[config.mk]
export PLATFORM = sky130hd
export DESIGN_NAME = excTracker
export DESIGN_NICKNAME = d
export VERILOG_FILES = /design/src/rtl/excTrackerPkg.sv /design/src/rtl/excTrackerDp.sv /design/src/rtl/excTrackerCtrl.sv /design/src/rtl/excTracker.sv
export SDC_FILE = /design/constraint.sdc
export NUM_CORES = 1
export LEC_CHECK = 0
export BUFFER_PORTS_ARGS = -buffer_cell sky130_fd_sc_hd__clkbuf_2
export CELL_PAD_IN_SITES_DETAIL_PLACEMENT = 1
export CELL_PAD_IN_SITES_GLOBAL_PLACEMENT = 2
export CORE_MARGIN = 2
export CORE_UTILIZATION = 30
export CTS_CLUSTER_SIZE = 40
export DETAILED_ROUTE_END_ITERATION = 6
export HOLD_SLACK_MARGIN = 0.06
export PLACE_DENSITY_LB_ADDON = 0.1
export SLEW_MARGIN = 20
export SYNTH_ARGS = -nofsm -noshare
export SYNTH_HDL_FRONTEND = slang
export SYNTH_HIERARCHICAL = 1
export SYNTH_SLANG_ARGS = --single-unit
[constraint.sdc]
create_clock -name clk -period 3.8 [get_ports clk]
set_input_delay 0.76 -clock clk [delete_from_list [all_inputs] [get_ports clk]]
set_output_delay 0.76 -clock clk [all_outputs]
set_load 0.05 [all_outputs]
[src/rtl/excTrackerPkg.sv]
package excTrackerPkg;
  localparam int NUM_SRC = 8;
  localparam int CAUSE_W = $clog2(NUM_SRC);
  localparam int NUM_STG = 4;  // decode, execute, memory, writeback

  // bit positions equal the cause code; lower means earlier in program flow
  localparam int BIT_IF_PAGE  = 0;
  localparam int BIT_IF_ALIGN = 1;
  localparam int BIT_IF_PROT  = 2;
  localparam int BIT_ID_UNDEF = 3;
  localparam int BIT_EX_ARITH = 4;
  localparam int BIT_MEM_PAGE = 5;
  localparam int BIT_MEM_ALIGN = 6;
  localparam int BIT_MEM_PROT = 7;

  typedef logic [NUM_SRC-1:0] excVec_t;
  typedef logic [CAUSE_W-1:0] cause_t;

  typedef struct packed {
    logic   flush;
    logic   capture;
    cause_t cause;
  } ctrlStrobes_t;
endpackage

[src/rtl/excTrackerDp.sv]
module excTrackerDp
  import excTrackerPkg::*;
#(
  parameter int PC_W = 32
) (
  input  logic            clk,
  input  logic            rstN,
  input  logic            ifValid,
  input  logic [PC_W-1:0] ifPc,
  input  logic [PC_W-1:0] ifNextPc,
  input  excVec_t         ifRaise,
  input  excVec_t         idRaise,
  input  excVec_t         exRaise,
  input  excVec_t         memRaise,
  input  ctrlStrobes_t    strobes,
  output logic            memValid,
  output excVec_t         memPosted,
  output logic            wbValid,
  output excVec_t         wbVec,
  output logic [PC_W-1:0] excPc,
  output logic [PC_W-1:0] excNextPc,
  output cause_t          excCause
);
  logic            stgValid [NUM_STG];
  logic [PC_W-1:0] stgPc    [NUM_STG];
  logic [PC_W-1:0] stgNx    [NUM_STG];
  excVec_t         stgVec   [NUM_STG];

  logic            entValid [NUM_STG];
  logic [PC_W-1:0] entPc    [NUM_STG];
  logic [PC_W-1:0] entNx    [NUM_STG];
  excVec_t         entVec   [NUM_STG];
  excVec_t         stgRaise [NUM_STG-1];

  assign stgRaise[0] = idRaise;
  assign stgRaise[1] = exRaise;
  assign stgRaise[2] = memRaise;

  assign entValid[0] = ifValid;
  assign entPc[0]    = ifPc;
  assign entNx[0]    = ifNextPc;
  assign entVec[0]   = ifValid ? ifRaise : '0;

  genvar s;
  generate
    for (s = 1; s < NUM_STG; s++) begin : gEntry
      assign entValid[s] = stgValid[s-1];
      assign entPc[s]    = stgPc[s-1];
      assign entNx[s]    = stgNx[s-1];
      assign entVec[s]   = stgValid[s-1] ? (stgVec[s-1] | stgRaise[s-1]) : '0;
    end
  endgenerate

  always_ff @(posedge clk) begin
    for (int k = 0; k < NUM_STG; k++) begin
      if (!rstN || strobes.flush) begin
        stgValid[k] <= 1'b0;
        stgPc[k]    <= '0;
        stgNx[k]    <= '0;
        stgVec[k]   <= '0;
      end else begin
        stgValid[k] <= entValid[k];
        stgPc[k]    <= entPc[k];
        stgNx[k]    <= entNx[k];
        stgVec[k]   <= entVec[k];
      end
    end
  end

  always_ff @(posedge clk) begin
    if (!rstN) begin
      excPc     <= '0;
      excNextPc <= '0;
      excCause  <= '0;
    end else if (strobes.capture) begin
      excPc     <= stgPc[NUM_STG-1];
      excNextPc <= stgNx[NUM_STG-1];
      excCause  <= strobes.cause;
    end
  end

  assign memValid  = stgValid[NUM_STG-2];
  assign memPosted = entVec[NUM_STG-1];
  assign wbValid   = stgValid[NUM_STG-1];
  assign wbVec     = stgVec[NUM_STG-1];
endmodule

[src/rtl/excTrackerCtrl.sv]
module excTrackerCtrl
  import excTrackerPkg::*;
(
  input  logic         memValid,
  input  excVec_t      memPosted,
  input  logic         wbValid,
  input  excVec_t      wbVec,
  output ctrlStrobes_t strobes,
  output logic         memWriteKill,
  output logic         wbWriteKill
);
  logic   takeNow;
  cause_t firstCause;

  assign takeNow = wbValid && (wbVec != '0);

  // scan from the latest source down so the earliest posted one is kept
  always_comb begin
    firstCause = '0;
    for (int b = NUM_SRC - 1; b >= 0; b--) begin
      if (wbVec[b]) firstCause = cause_t'(b);
    end
  end

  assign strobes.flush   = takeNow;
  assign strobes.capture = takeNow;
  assign strobes.cause   = firstCause;

  assign wbWriteKill  = takeNow;
  assign memWriteKill = memValid && ((memPosted != '0) || takeNow);
endmodule

[src/rtl/excTracker.sv]
module excTracker
  import excTrackerPkg::*;
#(
  parameter int              PC_W     = 32,
  parameter logic [PC_W-1:0] TRAP_VEC = 32'h0000_0080
) (
  input  logic               clk,
  input  logic               rstN,
  input  logic               ifValid,
  input  logic [PC_W-1:0]    ifPc,
  input  logic [PC_W-1:0]    ifNextPc,
  input  logic               ifPageFault,
  input  logic               ifMisalign,
  input  logic               ifProtect,
  input  logic               idUndefOp,
  input  logic               exArith,
  input  logic               memPageFault,
  input  logic               memMisalign,
  input  logic               memProtect,
  output logic               memWriteKill,
  output logic               wbWriteKill,
  output logic               excFlush,
  output logic [PC_W-1:0]    trapPc,
  output logic [PC_W-1:0]    excPc,
  output logic [PC_W-1:0]    excNextPc,
  output logic [CAUSE_W-1:0] excCause
);
  excVec_t      ifRaise, idRaise, exRaise, memRaise;
  ctrlStrobes_t strobes;
  logic         memOcc, wbOcc;
  excVec_t      memPosted, wbVec;

  always_comb begin
    ifRaise  = '0;
    idRaise  = '0;
    exRaise  = '0;
    memRaise = '0;
    ifRaise[BIT_IF_PAGE]    = ifPageFault;
    ifRaise[BIT_IF_ALIGN]   = ifMisalign;
    ifRaise[BIT_IF_PROT]    = ifProtect;
    idRaise[BIT_ID_UNDEF]   = idUndefOp;
    exRaise[BIT_EX_ARITH]   = exArith;
    memRaise[BIT_MEM_PAGE]  = memPageFault;
    memRaise[BIT_MEM_ALIGN] = memMisalign;
    memRaise[BIT_MEM_PROT]  = memProtect;
  end

  excTrackerDp #(.PC_W(PC_W)) dp_i (
    .clk(clk), .rstN(rstN),
    .ifValid(ifValid), .ifPc(ifPc), .ifNextPc(ifNextPc),
    .ifRaise(ifRaise), .idRaise(idRaise), .exRaise(exRaise), .memRaise(memRaise),
    .strobes(strobes),
    .memValid(memOcc), .memPosted(memPosted),
    .wbValid(wbOcc), .wbVec(wbVec),
    .excPc(excPc), .excNextPc(excNextPc), .excCause(excCause)
  );

  excTrackerCtrl ctrl_i (
    .memValid(memOcc), .memPosted(memPosted),
    .wbValid(wbOcc), .wbVec(wbVec),
    .strobes(strobes),
    .memWriteKill(memWriteKill), .wbWriteKill(wbWriteKill)
  );

  assign excFlush = strobes.flush;
  assign trapPc   = TRAP_VEC;
endmodule

==> Word-level counts from Yosys, hierarchy flattened <==
Memories as Yosys holds them, arrays and structs flattened. A register that Yosys moved wholly into a read port is not among the register bits.
Cells that the tools add are included.
Widths: inputs -> output; s select.
{ "word_totals": {"mem_bits_rw": 292, "output_inout_bits": 102, "memories": 4, "word_cells": 64, "register_bits": 3, "input_bits": 75} }
{ "mem_list": {"columns": ["name", "words", "word_bits", "read_ports", "rd_ports_with_merged_regs", "write_ports", "line_no", "source"], "rows": [
  ["dp_i.stgNx", 4, 32, 4, 1, 4, "excTrackerDp.sv:26", "logic [PC_W-1:0] stgNx [NUM_STG];"],
  ["dp_i.stgPc", 4, 32, 4, 1, 4, "excTrackerDp.sv:25", "logic [PC_W-1:0] stgPc [NUM_STG];"],
  ["dp_i.stgVec", 4, 8, 4, 0, 4, "excTrackerDp.sv:27", "excVec_t stgVec [NUM_STG];"],
  ["dp_i.stgValid", 4, 1, 4, 0, 4, "excTrackerDp.sv:24", "logic stgValid [NUM_STG];"]
]} }
{ "op_classes": {"reduce_logical": 9, "n_bitwise": 19, "mux": 31} }
{ "op_table": {"columns": ["operator", "count"], "rows": [
  ["$mux 32", 8],
  ["$mux 8", 7],
  ["$mux 3", 9],
  ["$or 1x1->1", 16],
  ["$reduce_bool 8->1", 2],
  ["$or 8x4->8", 1],
  ["$or 8x5->8", 1],
  ["$or 8x8->8", 1],
  ["$mux 1", 7],
  ["$logic_not 1->1", 3],
  ["$logic_and 1x1->1", 2],
  ["$logic_or 1x1->1", 2]
]} }

==> Depth between registers and ports, before layout <==
Gate-level depths: netlist of run 1.
An unclocked memory read counts as a cell.
{ "logic_depth": {"ltp_word": 9, "ltp_mapped": 8, "depth_no_buf": 5} }

==> Cells and area by module <==
Netlist of run 1, hierarchy kept.
{ "modules_own_cells": {"columns": ["mod", "instances", "seq_area_each_um2", "cells_per_inst", "area_each_um2"], "rows": [
  ["excTrackerDp", 1, 7186.9, 866, 10633.9],
  ["excTracker", 1, 0.0, 34, 247.7],
  ["excTrackerCtrl", 1, 0.0, 19, 136.4]
]} }

==> Worst setup path after synthesis of run 1 <==
Ideal clock, no wire load.
{ "synth_timing": {"path_type": "reg-to-output", "start": "mem dp_i/stgVec[3][1] (netlist name)", "end": "out memWriteKill", "arrival_time_ns": 1.841, "path_stages_with_launch": 4, "path_slack_ns": 1.199, "required_time_ns": 3.040, "path_buffers": 0, "path_cell_list": "dfxtp_1 nor4_2 a21boi_1 o21a_1"} }
{ "synth_lines": {"columns": ["item", "line_no", "source"], "rows": [
  ["start: declaration", "excTrackerDp.sv:27", null],
  ["end: declaration", "excTracker.sv:20", "output logic memWriteKill,"]
]} }

==> results of run 1 <==
==> how the worst min path moves through the flow <==
stage | from | endpoint | slack [ns] | cells after the start
global placement | dp_i/stgPc[0][2]$_SDFF_PP0_ | dp_i/stgPc[1][2]$_SDFF_PP0_ | 0.41 | 1
detailed placement | dp_i/stgNx[2][25]$_SDFF_PP0_ | dp_i/stgNx[3][25]$_SDFF_PP0_ | 0.41 | 1
finish | dp_i/stgNx[0][19]$_SDFF_PP0_ | dp_i/stgNx[1][19]$_SDFF_PP0_ | 0.42 | 1
global route | ifPc[21] | dp_i/stgPc[0][21]$_SDFF_PP0_ | 0.40 | 2
CTS | ifPc[9] | dp_i/stgPc[0][9]$_SDFF_PP0_ | 0.39 | 2
floorplan | dp_i/stgNx[0][0]$_SDFF_PP0_ | dp_i/stgNx[1][0]$_SDFF_PP0_ | 0.41 | 1
==> layout make-up <==
type                       instances  area (sq um)  share of cell area
sequential                       359          7190               0.543
multi-input combinational        531          3350               0.253
clock buffer                      60          1200              0.0903
timing repair buffer             150           778              0.0588
tap                              468           586              0.0442
clock inverter                     9           135              0.0102
inverter                           4          15.0             0.00113
==> synth_stat cells (3+ instances only) <==
cell                       count  share of area
sky130_fd_sc_hd__nor2_1       51          0.017
sky130_fd_sc_hd__buf_6        32          0.033
sky130_fd_sc_hd__buf_4        37          0.025
sky130_fd_sc_hd__dfxtp_1     359           0.65
sky130_fd_sc_hd__inv_1         4         0.0014
sky130_fd_sc_hd__nor2b_1      77          0.044
sky130_fd_sc_hd__clkbuf_1      6         0.0020
sky130_fd_sc_hd__nand3b_1      3         0.0020
sky130_fd_sc_hd__and3_1        8         0.0045
sky130_fd_sc_hd__buf_2         3         0.0014
sky130_fd_sc_hd__and2_1      257           0.15
sky130_fd_sc_hd__mux2i_1      67          0.061
==> power breakdown <==
part	total, mW	internal (mW)	switching, mW	leakage [nW]
registers	3.89	3.87	0.0195	2.93
clock network	3.83	2.37	1.46	0.658
logic	0.259	0.0965	0.162	1.95
==> through the flow <==
stage	hold slack, ns	power [mW]	instance area [sq um]
final	0.416	7.97	13200
after CTS	0.395	8.15	13200
after detailed placement	0.412	4.24	11900
after floorplan	0.406	4.21	11200
after global placement	0.408	4.23	11900
after global routing	0.401	8.33	13200
==> per-layer routing <==
| layer | vias up | wire length (um) | part of all wire | global-route usage |
|---|---|---|---|---|
| met5 | - | 0 | 0 | 0 |
| met4 | 0 | 546 | 0.028 | 0.0438 |
| met3 | 40 | 1010 | 0.052 | 0.0299 |
| met2 | 118 | 8630 | 0.44 | 0.161 |
| met1 | 2694 | 9240 | 0.48 | 0.129 |
| li1 | 3089 | - | - | - |
==> flip-flops by register name, indices dropped and copies added, names as in the netlist <==
name,flops
dp_i/stgVec,32
dp_i/excCause,3
dp_i/stgNx,128
dp_i/stgValid,4
dp_i/stgPc,128
dp_i/excNextPc,32
dp_i/excPc,32
==> worst register-to-register path, delay by kind of cell, from the launching register on <==
family | cells | cell delay (ns)
and+or+nand+nor | 3 | 0.56
buffers and inverters | 2 | 0.99
AOI/OAI and AO/OA | 1 | 0.18
DFF | 1 | 0.39
==> logic make-up after synthesis <==
logic type,after synthesis
AO/OA/AOI/OAI,6
other,2
buffers and inverters,83
multiplexers,67
AND/OR/NAND/NOR,402
flip-flops,359
==> layout by cell type (no fill, tap or decap) <==
cell type | netlist | layout
sky130_fd_sc_hd__nor4_4 | 1 | 1
sky130_fd_sc_hd__a211oi_1 | 1 | 1
sky130_fd_sc_hd__nor4_1 | 2 | 2
sky130_fd_sc_hd__clkbuf_1 | 6 | 8
sky130_fd_sc_hd__conb_1 | 2 | 56
sky130_fd_sc_hd__buf_4 | 37 | 5
sky130_fd_sc_hd__clkinv_2 | 0 | 4
sky130_fd_sc_hd__and2b_4 | 1 | 1
sky130_fd_sc_hd__clkbuf_16 | 0 | 40
sky130_fd_sc_hd__clkinv_8 | 0 | 1
sky130_fd_sc_hd__mux2i_1 | 67 | 67
sky130_fd_sc_hd__nand3b_1 | 3 | 3
sky130_fd_sc_hd__and3_1 | 8 | 8
sky130_fd_sc_hd__clkbuf_2 | 1 | 144
sky130_fd_sc_hd__inv_6 | 0 | 1
sky130_fd_sc_hd__and2_1 | 257 | 257
sky130_fd_sc_hd__a21boi_4 | 0 | 1
sky130_fd_sc_hd__o21ai_0 | 1 | 1
sky130_fd_sc_hd__o21bai_1 | 1 | 1
sky130_fd_sc_hd__nor2b_1 | 77 | 77
sky130_fd_sc_hd__nor2_1 | 51 | 51
sky130_fd_sc_hd__nand2_1 | 1 | 1
sky130_fd_sc_hd__clkbuf_8 | 0 | 12
sky130_fd_sc_hd__nor4_2 | 1 | 1
sky130_fd_sc_hd__inv_1 | 4 | 4
sky130_fd_sc_hd__buf_12 | 0 | 1
sky130_fd_sc_hd__a221oi_1 | 1 | 1
sky130_fd_sc_hd__dfxtp_1 | 359 | 359
sky130_fd_sc_hd__o21a_1 | 1 | 1
sky130_fd_sc_hd__bufinv_16 | 0 | 3
==> impl_metrics.toml, run 1 <==
[setup_path]
critical_path.cell_chain = "nor4_2 > a21boi_4 > buf_4 > o21a_1 > clkbuf_2"
setup.worst_path.end = "memWriteKill"
regToRegSetupSlack_ns = 1.55
crit_family = "buffers and inverters"
cp-end-kind = "primary output"
critPathRequiredTime_ns = 3.04
critPathArrivalTime_ns = 2.07
worst-path-buf-inv = 2
worst_path_max_delay_cell = "sky130_fd_sc_hd__nor4_2"
cp_slowest_stage_delay_ns = 0.40
regToRegStartpoint = "dp_i/stgVec[3][1]$_SDFF_PP0_"
critical_path.startpoint_type = "flop"
r2r.worst_path.cells = 6
critical_path.max_fanout = 21
worstSetupStartpoint = "dp_i/stgVec[3][3]$_SDFF_PP0_"
setup.worst_path.class = "flop to primary output"
terminus_of_the_critical_flop_to_flop_path = "dp_i/stgVec[1][1]$_SDFF_PP0_"
critical_path_depth = 5

[global_route]
global_route.overflow_total = 0
grt_pass1_wl_mm = 30.7
largest_net_degree_at_the_start_of_global_routing = 165
number_of_global_route_vias_before_repair = 5799
globalRouteTotalUtil = 0.102
grt_antenna_before_repair = 0

[final_layout]
final_core_util = 0.364
flow.area_growth_from_synthesis_pct = 20.2
drive_above_1_share = 0.193
layout.nets = 1161
number_of_diodes = 0
filler_cell_count = 3945
final_cell_count_no_fill = 1581

[sta]
setup_viol = 0
finalSetupTns_ns = 0
final_worst_slack_ns = 0.968
portion_of_the_clock_cycle_consumed_by_the_worst_path_in_the_final_layout = 0.745
finalHoldViolations = 0
skew_ns = 0.0133
finalMaxSlewViolations = 0
rsz_0062_raised_after_global_routing = "false"
slew_headroom = 0.476
worst-slew-pin-transition_ns = 0.786
final_critical_period_ns = 2.83
clock.fmax_ghz = 0.353

[route]
vias_per_cell = 3.76
avgRoutedWirePerCell_um = 12.3
detail-route-antenna-nets = 0
wl_mm = 19.4
drt_first_pass_iters = 3
drc = 0
initialDrtViolationCount = 163
routed-via-count = 5941

[yosys]
ys.flop_type = "sky130_fd_sc_hd__dfxtp_1"
postSynth.asyncResetShare = 0
synth-edff-count = 0
postSynthAreaPerCell_sq_um = 12.0
seq_total_area_yosys = 0.652
postSynthRegisterBits = 359
mux_contribution_to_synthesized_area = 0.0609
netlist_area_sq_um = 11000
yosys_warnings = 6
synthXorXnorAreaFrac = 0
synth-compound-area-share = 0.00397
post_synth_inst_count = 919
synth_fa_ha_area_frac = 0
synth_cell_types = 25
synth_top_family_by_area = "simple AND/OR/NAND/NOR gates"
synth-simple-area-share = 0.219

[floorplanning]
placeableCoreArea_sq_um = 36300
die_h_um = 196
top_level_ports = 177
die_w_um = 196
die_area_sq_um = 38300
placementRows = 70
start_util = 0.303

[clock_tree]
worstSkewPairLatency_ns = 0.53
htree_levels = 2
root_buffer = "sky130_fd_sc_hd__clkbuf_16"
cts_sinks = 359
cts.clk_slew.worst_paths_ns = 0.05
post-cts-setup-buffer-count = 0
max-clock-path-buffers = 3
cts_resized = 0
tritoncts = "built"
cts-buffers-inserted = 40
cts.hold.buffers_added = 0

[pwr]
power_density_nw_per_um2 = 602
static-leakage-power_nw = 5.54
max-vdd-ir-drop_mv = 0.258

[place]
routabilityCongestion = 0.690
place_inst = 1512
dpl_worst_slack_ns = 1.17
port_buffers = 144
place_hpwl_mm = 11.8

[status]
run_status = "finished clean"

[hold_path]
hold_class = "flop to flop"

[flow_run]
max-cap-violations = 0
Power figures use the tool's default switching activity.
==> run 2, diff against run 1 <==
- clock period: 3.8 -> 2.4 ns (I/O delays scaled with it)
==> run 2 against run 1 <==
  * Critical path depth unchanged
  * Worst hold slack worse by 0.25 ns
  * Final cell count rose by 0.57%
  * Die area unchanged
  * Sequential share of layout area fell by 0.52 points
  * Via count is 0.98% higher
  * Worst setup slack worse by 0.87 ns
  * Total power is 58% higher
  * Clock-buffer cell count rose by 1
  * Clock skew is 0.0012 ns higher
  * Largest cell class unchanged
  * Largest power group unchanged
  * Highest routed layer unchanged
==> impl_metrics.toml, run 2 (same netlist as run 1, synthesis figures left out) <==
[status]
run_status = "finished clean"

[final_layout]
flow.area_growth_from_synthesis_pct = 21.4
layout.nets = 1170
top_library_cells_by_usage_in_the_layout_fill_and_taps_aside = "sky130_fd_sc_hd__dfxtp_1, sky130_fd_sc_hd__and2_1, sky130_fd_sc_hd__clkbuf_2"
number_of_diodes = 0
mostFrequentLayoutCell = "sky130_fd_sc_hd__dfxtp_1"
largest_registers = "dp_i/stgNx (128), dp_i/stgPc (128)"
drive_above_1_share = 0.201

[floorplanning]
top_level_ports = 177
start_util = 0.303
die_w_um = 196
placementRows = 70
placeableCoreArea_sq_um = 36300
die_h_um = 196
die_area_sq_um = 38300

[place]
routabilityCongestion = 0.665
port_buffers = 144
dpl_worst_slack_ns = 0.273
place_hpwl_mm = 12.1

[hold_path]
timing.hold.worst_endpoint = "dp_i/stgPc[0][13]$_SDFF_PP0_"
cell_depth_of_the_worst_hold_path = 2
hold_class = "primary input to flop"
timing.hold.worst.start = "ifPc[13]"

[clock_tree]
worstSkewPairLatency_ns = 0.52
cts.clk_slew.worst_paths_ns = 0.06
tritoncts = "built"
htree_levels = 2
cts-buffers-inserted = 41
root_buffer = "sky130_fd_sc_hd__clkbuf_16"
max-clock-path-buffers = 3
cts_sinks = 359
cts.hold.buffers_added = 0

[setup_path]
critical_path.startpoint_type = "flop"
critPathArrivalTime_ns = 1.82
setup.worst_path.class = "flop to primary output"
critPathRequiredTime_ns = 1.92
r2r.worst_path.cells = 7
cp-end-kind = "primary output"
regToRegSetupSlack_ns = 0.42
regToRegStartpoint = "dp_i/stgVec[3][4]$_SDFF_PP0_"
critical_path.max_fanout = 10
terminus_of_the_critical_flop_to_flop_path = "dp_i/stgPc[0][25]$_SDFF_PP0_"

[route]
avgRoutedWirePerCell_um = 12.1
detail-route-antenna-nets = 0
wl_mm = 19.2
drc = 0
initialDrtViolationCount = 105
drt_first_pass_iters = 4
routed-via-count = 5999
vias_per_cell = 3.77

[sta]
final_critical_period_ns = 2.30
rsz_0062_raised_after_global_routing = "false"
final_worst_slack_ns = 0.0965
setup_viol = 0
finalHoldViolations = 0
skew_ns = 0.0145
portion_of_the_clock_cycle_consumed_by_the_worst_path_in_the_final_layout = 0.960
clock.fmax_ghz = 0.434
finalSetupTns_ns = 0
finalMaxSlewViolations = 0

[pwr]
power_density_nw_per_um2 = 942
max-vdd-ir-drop_mv = 0.446
total_power_mw = 12.6
static-leakage-power_nw = 5.60

[global_route]
grt_pass1_wl_mm = 30.8
grt_util_met3 = 0.0247
grtUsageMet2 = 0.161
largest_net_degree_at_the_start_of_global_routing = 80
grt_antenna_before_repair = 0
global_route.overflow_total = 0
number_of_global_route_vias_before_repair = 5775
globalRouteMet1Util = 0.131
globalRouteTotalUtil = 0.101
global_route.peak_usage_layer = "met2"

[flow_run]
max-cap-violations = 0
## run 2: changes by cell type in the layout (fill, tap and decap cells not counted), moves of 2 or more
cell,before,now
sky130_fd_sc_hd__nor2_2,0,2
sky130_fd_sc_hd__buf_4,5,9
sky130_fd_sc_hd__buf_12,1,5
sky130_fd_sc_hd__clkbuf_16,40,43
sky130_fd_sc_hd__clkbuf_1,8,10
sky130_fd_sc_hd__clkbuf_8,12,8
sky130_fd_sc_hd__nor2_1,51,49
## run 2: metrics by stage
stage | hold slack [ns] | util | std cells | cell area (sq um)
5_1_grt | 0.140 | 0.368 | 1590 | 13400
2_1_floorplan | 0.406 | - | 973 | 11200
3_5_place_dp | 0.413 | 0.330 | 1517 | 12000
3_3_place_gp | 0.408 | 0.330 | 1517 | 12000
6_report | 0.163 | 0.368 | 1590 | 13400
4_1_cts | 0.132 | 0.368 | 1590 | 13400
## run 2: power breakdown
| group | internal (mW) | leakage, nW | total (mW) | switching (mW) |
|---|---|---|---|---|
| sequential | 6.12 | 2.93 | 6.16 | 0.0311 |
| clock | 3.72 | 0.652 | 6.01 | 2.29 |
| combinational | 0.168 | 2.02 | 0.428 | 0.260 |
## run 2: repair_timing
| item | CTS | global route |
|---|---|---|
| gates resized for setup | 3 | 5 |
| setup buffers | 3 | 0 |
| endpoints found under the setup margin | 1 | 1 |
| pin swaps | 1 | 1 |
## run 2: area by class of cell
| cell class | count | area (sq um) |
|---|---|---|
| Clock buffer | 61 | 1220 |
| Multi-Input combinational cell | 531 | 3370 |
| Fill cell | 3975 | 23000 |
| Inverter | 4 | 15.0 |
| Clock inverter | 9 | 101 |
| Timing Repair Buffer | 158 | 895 |
| Tap cell | 468 | 586 |
| Sequential cell | 359 | 7190 |
## run 2: how the worst max path moves through the flow
stage | start | to
3_5_place_dp | memProtect | memWriteKill
5_1_grt | dp_i/stgValid[2]$_SDFF_PP0_ | memWriteKill
6_report | dp_i/stgValid[2]$_SDFF_PP0_ | memWriteKill
4_1_cts | dp_i/stgValid[2]$_SDFF_PP0_ | memWriteKill
2_1_floorplan | dp_i/stgVec[3][6]$_SDFF_PP0_ | dp_i/stgNx[1][0]$_SDFF_PP0_
3_3_place_gp | memProtect | memWriteKill
## run 2: layer usage
| metal | vias up | share of wire |
|---|---|---|
| met5 | - | 0 |
| met4 | 0 | 0.030 |
| met3 | 43 | 0.046 |
| li1 | 3107 | - |
| met1 | 2720 | 0.47 |
| met2 | 129 | 0.45 |
## run 2: critical path, stage by stage (launching register included)
cell and delay [ns]:
sky130_fd_sc_hd__dfxtp_2 0.35, sky130_fd_sc_hd__nor2b_1 0.15, sky130_fd_sc_hd__nor4_2 0.36, sky130_fd_sc_hd__nand2_1 0.09, sky130_fd_sc_hd__o21a_1 0.21, sky130_fd_sc_hd__buf_6 0.16
